**src/rtl/i2c_cond_pkg.sv**
```systemverilog
package i2c_cond_pkg;
  localparam int unsigned BIT_BUSY = 7;
  localparam int unsigned BIT_GATE = 6;
  localparam int unsigned BIT_SDA  = 5;
  localparam int unsigned BIT_SCL  = 3;

  typedef enum logic [1:0] {REQ_NONE, REQ_START, REQ_STOP} cond_req_e;

  typedef enum logic [2:0] {
    G_IDLE,
    G_RS_REL,    // repeated start: release SDA, SCL low
    G_ST_SETUP,  // both released
    G_ST_HOLD,   // SDA low, SCL released
    G_SP_SCL,    // SCL low
    G_SP_SDA,    // SDA low, SCL low
    G_SP_SETUP   // SDA low, SCL released
  } gen_state_e;
endpackage

```
**src/rtl/i2c_line_sync.sv**
```systemverilog
module i2c_line_sync #(
  parameter int unsigned STAGES = 2
) (
  input  logic clk_i,
  input  logic rst_ni,
  input  logic sda_i,
  input  logic scl_i,
  output logic sda_s_o,
  output logic scl_s_o,
  output logic sda_prev_o
);
  logic [STAGES-1:0] sda_ff, scl_ff;
  logic              sda_prev_q;

  always_ff @(posedge clk_i or negedge rst_ni) begin
    if (!rst_ni) begin
      sda_ff[0] <= 1'b1;
      scl_ff[0] <= 1'b1;
    end else begin
      sda_ff[0] <= sda_i;
      scl_ff[0] <= scl_i;
    end
  end

  for (genvar i = 1; i < STAGES; i++) begin : g_stage
    always_ff @(posedge clk_i or negedge rst_ni) begin
      if (!rst_ni) begin
        sda_ff[i] <= 1'b1;
        scl_ff[i] <= 1'b1;
      end else begin
        sda_ff[i] <= sda_ff[i-1];
        scl_ff[i] <= scl_ff[i-1];
      end
    end
  end

  always_ff @(posedge clk_i or negedge rst_ni) begin
    if (!rst_ni) sda_prev_q <= 1'b1;
    else         sda_prev_q <= sda_ff[STAGES-1];
  end

  assign sda_s_o    = sda_ff[STAGES-1];
  assign scl_s_o    = scl_ff[STAGES-1];
  assign sda_prev_o = sda_prev_q;
endmodule

```
**src/rtl/i2c_busy_track.sv**
```systemverilog
module i2c_busy_track (
  input  logic clk_i,
  input  logic rst_ni,
  input  logic sda_s_i,
  input  logic scl_s_i,
  input  logic sda_prev_i,
  output logic busy_o
);
  logic busy_q, start_seen, stop_seen;

  assign start_seen = scl_s_i &  sda_prev_i & ~sda_s_i;
  assign stop_seen  = scl_s_i & ~sda_prev_i &  sda_s_i;

  always_ff @(posedge clk_i or negedge rst_ni) begin
    if (!rst_ni)         busy_q <= 1'b0;
    else if (start_seen) busy_q <= 1'b1;
    else if (stop_seen)  busy_q <= 1'b0;
  end

  assign busy_o = busy_q;

  a_r2_set_needs_scl_high_sda_low: assert property (@(posedge clk_i) disable iff (!rst_ni)
    $rose(busy_q) |-> $past(scl_s_i && !sda_s_i));
  a_r3_clr_needs_scl_high_sda_high: assert property (@(posedge clk_i) disable iff (!rst_ni)
    $fell(busy_q) |-> $past(scl_s_i && sda_s_i));
endmodule

```
**src/rtl/i2c_cond_gen.sv**
```systemverilog
module i2c_cond_gen
  import i2c_cond_pkg::*;
#(
  parameter int unsigned PHASE_TICKS = 3
) (
  input  logic      clk_i,
  input  logic      rst_ni,
  input  logic      tick_i,
  input  cond_req_e req_i,
  output logic      sda_oe_o,
  output logic      scl_oe_o,
  output logic      pending_o
);
  localparam int unsigned CW = (PHASE_TICKS > 1) ? $clog2(PHASE_TICKS) : 1;
  localparam logic [CW-1:0] LAST = CW'(PHASE_TICKS - 1);

  gen_state_e    st_q, st_d;
  logic [CW-1:0] cnt_q;
  logic          sda_oe_q, sda_oe_d, scl_oe_q, scl_oe_d, phase_done;

  assign phase_done = tick_i && (cnt_q == LAST);

  always_comb begin
    st_d     = st_q;
    sda_oe_d = sda_oe_q;
    scl_oe_d = scl_oe_q;
    unique case (st_q)
      G_IDLE: begin
        if (req_i == REQ_START) begin
          if (scl_oe_q) begin
            st_d     = G_RS_REL;
            sda_oe_d = 1'b0;
          end else begin
            st_d = G_ST_SETUP;
          end
        end else if (req_i == REQ_STOP) begin
          st_d     = G_SP_SCL;
          scl_oe_d = 1'b1;
        end
      end
      G_RS_REL:   if (phase_done) begin st_d = G_ST_SETUP; scl_oe_d = 1'b0; end
      G_ST_SETUP: if (phase_done) begin st_d = G_ST_HOLD;  sda_oe_d = 1'b1; end
      G_ST_HOLD:  if (phase_done) begin st_d = G_IDLE;     scl_oe_d = 1'b1; end
      G_SP_SCL:   if (phase_done) begin st_d = G_SP_SDA;   sda_oe_d = 1'b1; end
      G_SP_SDA:   if (phase_done) begin st_d = G_SP_SETUP; scl_oe_d = 1'b0; end
      G_SP_SETUP: if (phase_done) begin st_d = G_IDLE;     sda_oe_d = 1'b0; end
      default:    st_d = G_IDLE;
    endcase
  end

  always_ff @(posedge clk_i or negedge rst_ni) begin
    if (!rst_ni) begin
      st_q     <= G_IDLE;
      cnt_q    <= '0;
      sda_oe_q <= 1'b0;
      scl_oe_q <= 1'b0;
    end else begin
      st_q     <= st_d;
      sda_oe_q <= sda_oe_d;
      scl_oe_q <= scl_oe_d;
      if (st_d != st_q)  cnt_q <= '0;
      else if (tick_i)   cnt_q <= cnt_q + 1'b1;
    end
  end

  assign sda_oe_o  = sda_oe_q;
  assign scl_oe_o  = scl_oe_q;
  assign pending_o = (st_q != G_IDLE);

  a_r7_no_joint_line_change: assert property (@(posedge clk_i) disable iff (!rst_ni)
    !(!$stable(sda_oe_q) && !$stable(scl_oe_q)));
  a_r11_no_tick_no_step: assert property (@(posedge clk_i) disable iff (!rst_ni)
    (st_q != G_IDLE && !tick_i) |=> $stable(st_q) && $stable(sda_oe_q) && $stable(scl_oe_q));
endmodule

```
**src/rtl/i2c_cond_ctrl.sv**
```systemverilog
module i2c_cond_ctrl
  import i2c_cond_pkg::*;
#(
  parameter int unsigned PHASE_TICKS = 3,
  parameter int unsigned SYNC_STAGES = 2
) (
  input  logic       clk_i,
  input  logic       rst_ni,
  input  logic       tick_i,
  input  logic       wr_en_i,
  input  logic [7:0] wr_data_i,
  output logic [7:0] rd_data_o,
  input  logic       sda_i,
  input  logic       scl_i,
  output logic       sda_oe_o,
  output logic       scl_oe_o,
  output logic       cond_pending_o
);
  logic      sda_s, scl_s, sda_prev, bus_busy, pending, sda_oe, scl_oe;
  cond_req_e req;

  i2c_line_sync #(.STAGES(SYNC_STAGES)) u_sync (
    .clk_i, .rst_ni, .sda_i, .scl_i,
    .sda_s_o(sda_s), .scl_s_o(scl_s), .sda_prev_o(sda_prev)
  );

  i2c_busy_track u_busy (
    .clk_i, .rst_ni, .sda_s_i(sda_s), .scl_s_i(scl_s),
    .sda_prev_i(sda_prev), .busy_o(bus_busy)
  );

  always_comb begin
    req = REQ_NONE;
    if (wr_en_i && !wr_data_i[BIT_GATE] && !pending)
      req = wr_data_i[BIT_BUSY] ? REQ_START : REQ_STOP;
  end

  i2c_cond_gen #(.PHASE_TICKS(PHASE_TICKS)) u_gen (
    .clk_i, .rst_ni, .tick_i, .req_i(req),
    .sda_oe_o(sda_oe), .scl_oe_o(scl_oe), .pending_o(pending)
  );

  always_comb begin
    rd_data_o          = 8'h14;  // reserved bits 4 and 2
    rd_data_o[BIT_BUSY] = bus_busy;
    rd_data_o[BIT_GATE] = 1'b1;
    rd_data_o[BIT_SDA]  = ~sda_oe;
    rd_data_o[BIT_SCL]  = ~scl_oe;
  end

  assign sda_oe_o       = sda_oe;
  assign scl_oe_o       = scl_oe;
  assign cond_pending_o = pending;

  a_r8_gate_blocks_request: assert property (@(posedge clk_i) disable iff (!rst_ni)
    (wr_en_i && wr_data_i[BIT_GATE] && !pending) |=> !pending);
  a_r9_gate_reads_one: assert property (@(posedge clk_i) disable iff (!rst_ni)
    rd_data_o[BIT_GATE] && rd_data_o[4] && rd_data_o[2]);
endmodule

```
**config.mk**
```make
export PLATFORM = sky130hd
export DESIGN_NAME = i2c_cond_ctrl
export DESIGN_NICKNAME = d
export VERILOG_FILES = /design/src/rtl/i2c_cond_pkg.sv /design/src/rtl/i2c_line_sync.sv /design/src/rtl/i2c_busy_track.sv /design/src/rtl/i2c_cond_gen.sv /design/src/rtl/i2c_cond_ctrl.sv
export SDC_FILE = /design/constraint.sdc
export NUM_CORES = 1
export LEC_CHECK = 0
export BUFFER_PORTS_ARGS = -buffer_cell sky130_fd_sc_hd__buf_2
export CAP_MARGIN = 10
export CORE_MARGIN = 2
export CORE_UTILIZATION = 46
export CTS_BUF_LIST = sky130_fd_sc_hd__clkbuf_16
export DETAILED_ROUTE_END_ITERATION = 10
export PLACE_DENSITY = 0.84
export SLEW_MARGIN = 20
export SYNTH_ARGS = -nofsm -noshare
export SYNTH_HDL_FRONTEND = slang
export SYNTH_SLANG_ARGS = --single-unit
```
**constraint.sdc**
```tcl
create_clock -name clk_i -period 1.9 [get_ports clk_i]
set_clock_uncertainty 0.05 [all_clocks]
set_input_delay 0.19 -clock clk_i [delete_from_list [all_inputs] [get_ports clk_i]]
set_output_delay 0.19 -clock clk_i [all_outputs]
set_load 0.05 [all_outputs]
```
### Yosys cells after proc, flatten, opt, wreduce, memory -nomap -nowiden

Cells that the tools add are included.

| word-level totals | value |
|---|---|
| register bits | 13 |
| bits of input ports | 14 |
| word-level logic and storage cells | 76 |
| output and inout bits | 11 |

| cells by class | value |
|---|---|
| bitwise operators | 8 |
| mux-type cells | 23 |
| eq/ne operators | 18 |
| reductions and logical operators | 16 |
| add/subtract/negate cells | 1 |

Operator list:

| cell | number |
|---|---|
| two-way mux 3 bit | 7 |
| case mux 3 bit (6 select lines) | 1 |
| != test 2 x 1 -> 1 bit, second input constant | 7 |
| two-way mux 2 bit | 5 |
| AND reduction 5 bit | 2 |
| == test 3 bit, second input constant | 3 |
| nonzero test 3 bit | 3 |
| two-way mux 1 bit | 8 |
| == test 3 x 2 -> 1 bit, second input constant | 2 |
| case mux 1 bit (3 select lines) | 2 |
| OR reduction 2 bit | 3 |
| AND 1 bit | 4 |
| == test 2 bit, second input constant | 2 |
| inverter 1 bit | 4 |
| nonzero test 2 bit | 2 |
| == test 3 x 1 -> 1 bit, second input constant | 1 |
| logical AND 1 bit | 3 |
| logical NOT 3 bit | 1 |
| != test 3 bit | 1 |
| adder 2 x 1 -> 2 bit, second input constant | 1 |
| == test 2 x 1 -> 1 bit, second input constant | 1 |
| logical NOT 1 bit | 2 |
| != test 2 bit, second input constant | 1 |

### Longest topological paths before layout

| logic depth | value |
|---|---|
| depth in word-level cells | 10 |
| depth in mapped cells | 5 |
| gate-level depth less buffers | 5 |

### By module

A second synthesis with hierarchy kept.

| unflattened totals | value |
|---|---|
| cells, all modules | 72 |
| area total of the unflattened synthesis | 743.2 um^2 |

By module, submodules not included:

| module | instances | cells each | area an instance (um^2) | sequential area each (um^2) |
|---|---|---|---|---|
| i2c_cond_gen | 1 | 49 | 478.0 | 175.2 |
| i2c_line_sync | 1 | 5 | 131.4 | 131.4 |
| i2c_cond_ctrl | 1 | 12 | 87.6 | 0.0 |
| i2c_busy_track | 1 | 6 | 46.3 | 25.0 |

### Worst setup path before layout

OpenSTA, ideal clock, no wires.

| timing | value |
|---|---|
| path type | reg-to-reg |
| from | reg, netlist name u_gen.sda_oe_o |
| to | reg u_gen.sda_oe_q (netlist: u_gen.sda_oe_o) |
| data arrival time | 1370 ps |
| data required time | 1777 ps |
| stages on the path, launching flop included | 4 |
| slack | 407 ps |
| path through | dfrtp_1 > inv_1 > a41o_1 > a21oi_2 |

RTL lines:

| item | line | source |
|---|---|---|
| to (signal assigned) | i2c_cond_gen.sv:59 | `sda_oe_q <= sda_oe_d;` |
| to (decl) | i2c_cond_gen.sv:19 | `logic sda_oe_q, sda_oe_d, scl_oe_q, scl_oe_d, phase_done;` |

### Worst setup path after layout

| timing | value |
|---|---|
| from | reg u_gen.st_q[0] |
| to | out cond_pending_o |

| on the way | value |
|---|---|
| longest elaborated chain between the ends | 1 |

Ends and longest elaborated chain:

| item | line | source |
|---|---|---|
| from (decl) | i2c_cond_gen.sv:17 | `gen_state_e st_q, st_d;` |
| from (signal assigned) | i2c_cond_gen.sv:58 | `st_q <= st_d;` |
| nonzero test 3 bit | i2c_cond_gen.sv:68 | `assign pending_o = (st_q != G_IDLE);` |
| to (decl) | i2c_cond_ctrl.sv:17 | `output logic cond_pending_o` |

Every way passes these cells.

==> flow_metrics.env <==
export IMPL_post_route_period_util=0.840
export IMPL_cts_tree="built"
export IMPL_leakagePower_nw=0.398
export IMPL_yosysMostFrequentCell="dfrtp_1"
export IMPL_worst_path_buf_inv=2
export IMPL_ys_warnings_count=0
export IMPL_drc=0
export IMPL_dp_cells=90
export IMPL_die_width_um=42.1
export IMPL_finish_utilization=0.611
export IMPL_setup_slack_ps=305
export IMPL_gr_total_overflow=0
export IMPL_grtUsageMet3=0.0388
export IMPL_synth_cells=68
export IMPL_synth_top_area_cell="dfrtp_1"
export IMPL_cts_root_buf="clkbuf_16"
export IMPL_status="finished clean"
export IMPL_cp_slowest_cell="dfrtp_1"
export IMPL_core_mm2=0.00133
export IMPL_placed_cell_area_um2=704
export IMPL_initial_core_util=0.502
export IMPL_crit_path_start_kind="register"
export IMPL_layout_nets=98
export IMPL_diodes=0
export IMPL_wl_um=1370
export IMPL_min_from="wr_data_i[7]"
export IMPL_drive_gt1_frac=0.293
export IMPL_worstRegToRegCells=5
export IMPL_critical_path_class="reg -> out"
export IMPL_area_sequential_um2=332
export IMPL_syn_to_final_growth_pct=21.7
export IMPL_crit_chain="nor3_4, inv_1, buf_2"
export IMPL_cts_hold_buf=3
export IMPL_cts_setup_buffers=0
export IMPL_port_buffers=13
export IMPL_whs_path_depth=3
export IMPL_cts_sinks=13
export IMPL_synth_ff_type="dfrtp_1"
export IMPL_post_route_cell_area_um2=815
export IMPL_rsz0062_at_grt="no"
export IMPL_critical_path_arrival_ps=1360
export IMPL_synth_edf_count=0
export IMPL_place_congestion=0.825
export IMPL_met1_usage=0.203
export IMPL_routed_via_density=5.36
export IMPL_htreeDepth=1
export IMPL_cts_resized=0
export IMPL_busiest_layer="met2"
export IMPL_vdd_drop_max_mv=0.894
export IMPL_mappedNetlistArea_um2=669
export IMPL_detailedPlace_worstSlack_ps=534
export IMPL_multi_input_area_um2=263
export IMPL_ios=25
export IMPL_r2r_start="u_gen.cnt_q[0]"
export IMPL_antenna_found_initial=0
export IMPL_cts_buffer_depth=2
export IMPL_drt_iter0_markers=23
export IMPL_num_rows=13
export IMPL_hpwl_um=824
export IMPL_power_mw=1.49
export IMPL_min_to="u_gen.st_q[0]"
export IMPL_grt_use_met2=0.313
export IMPL_holdWs_ps=213
export IMPL_final_setup_tns_ps=0
export IMPL_grt_pass1_wl_um=2300
export IMPL_drtAntennaViolNets=0
export IMPL_avgRoutedWirePerCell_um=14.1
export IMPL_cts_buffers_inserted=3
export IMPL_dr_pass1_iters=4
export IMPL_dieArea_mm2=0.00178
export IMPL_clk_pin_slew_ps=40
export IMPL_grt_max_degree=14
export IMPL_die_h_um=42.1
export IMPL_ys_async_sr_fraction=1.00
export IMPL_maxSlewViolCount=0
export IMPL_crit_required_ps=1660
export IMPL_grt_use_total=0.179
export IMPL_synth_distinct_cells=30
export IMPL_ys_ff_latch=13
export IMPL_grt_pass1_vias=517
export IMPL_end_kind="output pin"
export IMPL_period_needed_ps=1600
export IMPL_critPathMaxStageDelay_ps=510
export IMPL_critPathMaxFanout=10
export IMPL_hp_class="in -> reg"
export IMPL_fmax_ghz=0.627
export IMPL_cpLargestDelayFamily="flip-flops"
export IMPL_rrSetupSlack_ps=480
export IMPL_vias=520
export IMPL_ys_top_cells_by_area="dfrtp_1 (30%), dfstp_2 (20%), buf_4 (6.7%)"
export IMPL_fin_cells=97
export IMPL_synth_top_area_frac=0.299
export IMPL_ys_seq_area_frac=0.495
export IMPL_synth_commonest_cells="dfrtp_1 (8), inv_1 (7), buf_4 (6), dfstp_2 (5)"
export IMPL_r2r_end="u_gen.sda_oe_o"
export IMPL_finalHoldViolations=0
export IMPL_final_fill_count=113
export IMPL_cap_violations=0
export IMPL_syn_area_per_cell_um2=9.84
export IMPL_worstSkewPairLatency_ps=240
export IMPL_setup_viol=0
export IMPL_power_per_cell_area_mw_per_mm2=1830
-- worst min-delay path, delay by kind of cell --
kind | cells | cell delay, ps
buffers and inverters | 1 | 110
AND/OR/NAND/NOR | 1 | 80
AO/OA/AOI/OAI | 1 | 80
-- layer usage --
layer | vias up | routed length [um]
met5 | - | 0
met4 | 0 | 29
met3 | 5 | 79
met2 | 30 | 666
met1 | 238 | 590
li1 | 247 | -
-- sequential cells by signal, indices dropped and copies added (netlist names) --
| register | cells |
|---|---|
| u_gen.scl_oe_o | 1 |
| u_busy.busy_o | 1 |
| u_sync.scl_ff | 1 |
| u_gen.st_q | 3 |
| u_gen.cnt_q | 2 |
| u_sync.sda_s_o | 1 |
| u_sync.sda_prev_o | 1 |
| u_sync.sda_ff | 1 |
| u_sync.scl_s_o | 1 |
| u_gen.sda_oe_o | 1 |
-- cell type report --
class / instances / share of cell area
flip-flops and latches: 13 / 0.407
multi-input cells: 42 / 0.323
repair buffers: 16 / 0.117
clock buffers: 3 / 0.0922
inverters: 7 / 0.0323
well taps: 15 / 0.0230
clock inverters: 1 / 0.00614
-- layout by cell type, fill, tap and decap left out --
cell           netlist  routed
xnor2_1              1       1
inv_1                7       7
buf_2                2      13
dlygate4sd3_1        0       3
dfstp_2              5       5
clkinv_2             0       1
a2bb2oi_1            1       1
nor3_1               3       3
or3_1                1       1
o21a_1               1       1
nand3_1              2       2
a32oi_1              1       1
dfrtp_1              8       8
a21oi_2              1       1
ha_1                 1       1
a31oi_1              1       1
mux2i_1              1       1
nand2_1              4       4
nand3b_1             1       1
a21oi_1              4       4
o211a_1              1       1
clkbuf_16            0       3
conb_1               2       5
o211ai_1             1       1
nor2b_1              1       1
a41o_1               1       1
o21ai_0              4       4
and2_1               2       2
o221ai_1             1       1
nor3_4               1       1
nor2_1               2       2
-- worst max-delay path by stage --
stage | to | slack (ps) | cells after the start | from
floorplan | u_gen.sda_oe_o | 410 | 3 | u_gen.sda_oe_o
global placement | u_gen.sda_oe_o | 530 | 5 | u_gen.cnt_q[0]
detailed placement | u_gen.sda_oe_o | 530 | 5 | u_gen.cnt_q[0]
CTS | cond_pending_o | 330 | 3 | u_gen.st_q[0]
global route | cond_pending_o | 280 | 3 | u_gen.st_q[0]
finish | cond_pending_o | 300 | 3 | u_gen.st_q[0]
-- where the power goes --
group	switching, mW	internal (mW)
Clock	0.117	0.280
Combinational	0.417	0.192
Sequential	0.119	0.362
Total	0.654	0.833
-- kinds of logic (layout without fill, tap and decap cells) --
family                     count (synthesis)  in the layout  share of synthesized area
AOI/OAI and AO/OA                         17             17                      0.174
and+or+nand+nor                           17             17                      0.144
buffers and inverters                     16             27                      0.129
DFF                                       13             13                      0.495
other                                      2              5                     0.0112
adders and majority gates                  1              1                     0.0187
xor gates and xnor gates                   1              1                     0.0131
muxes                                      1              1                     0.0150
No activity file was read; power rests on OpenSTA's default activity.
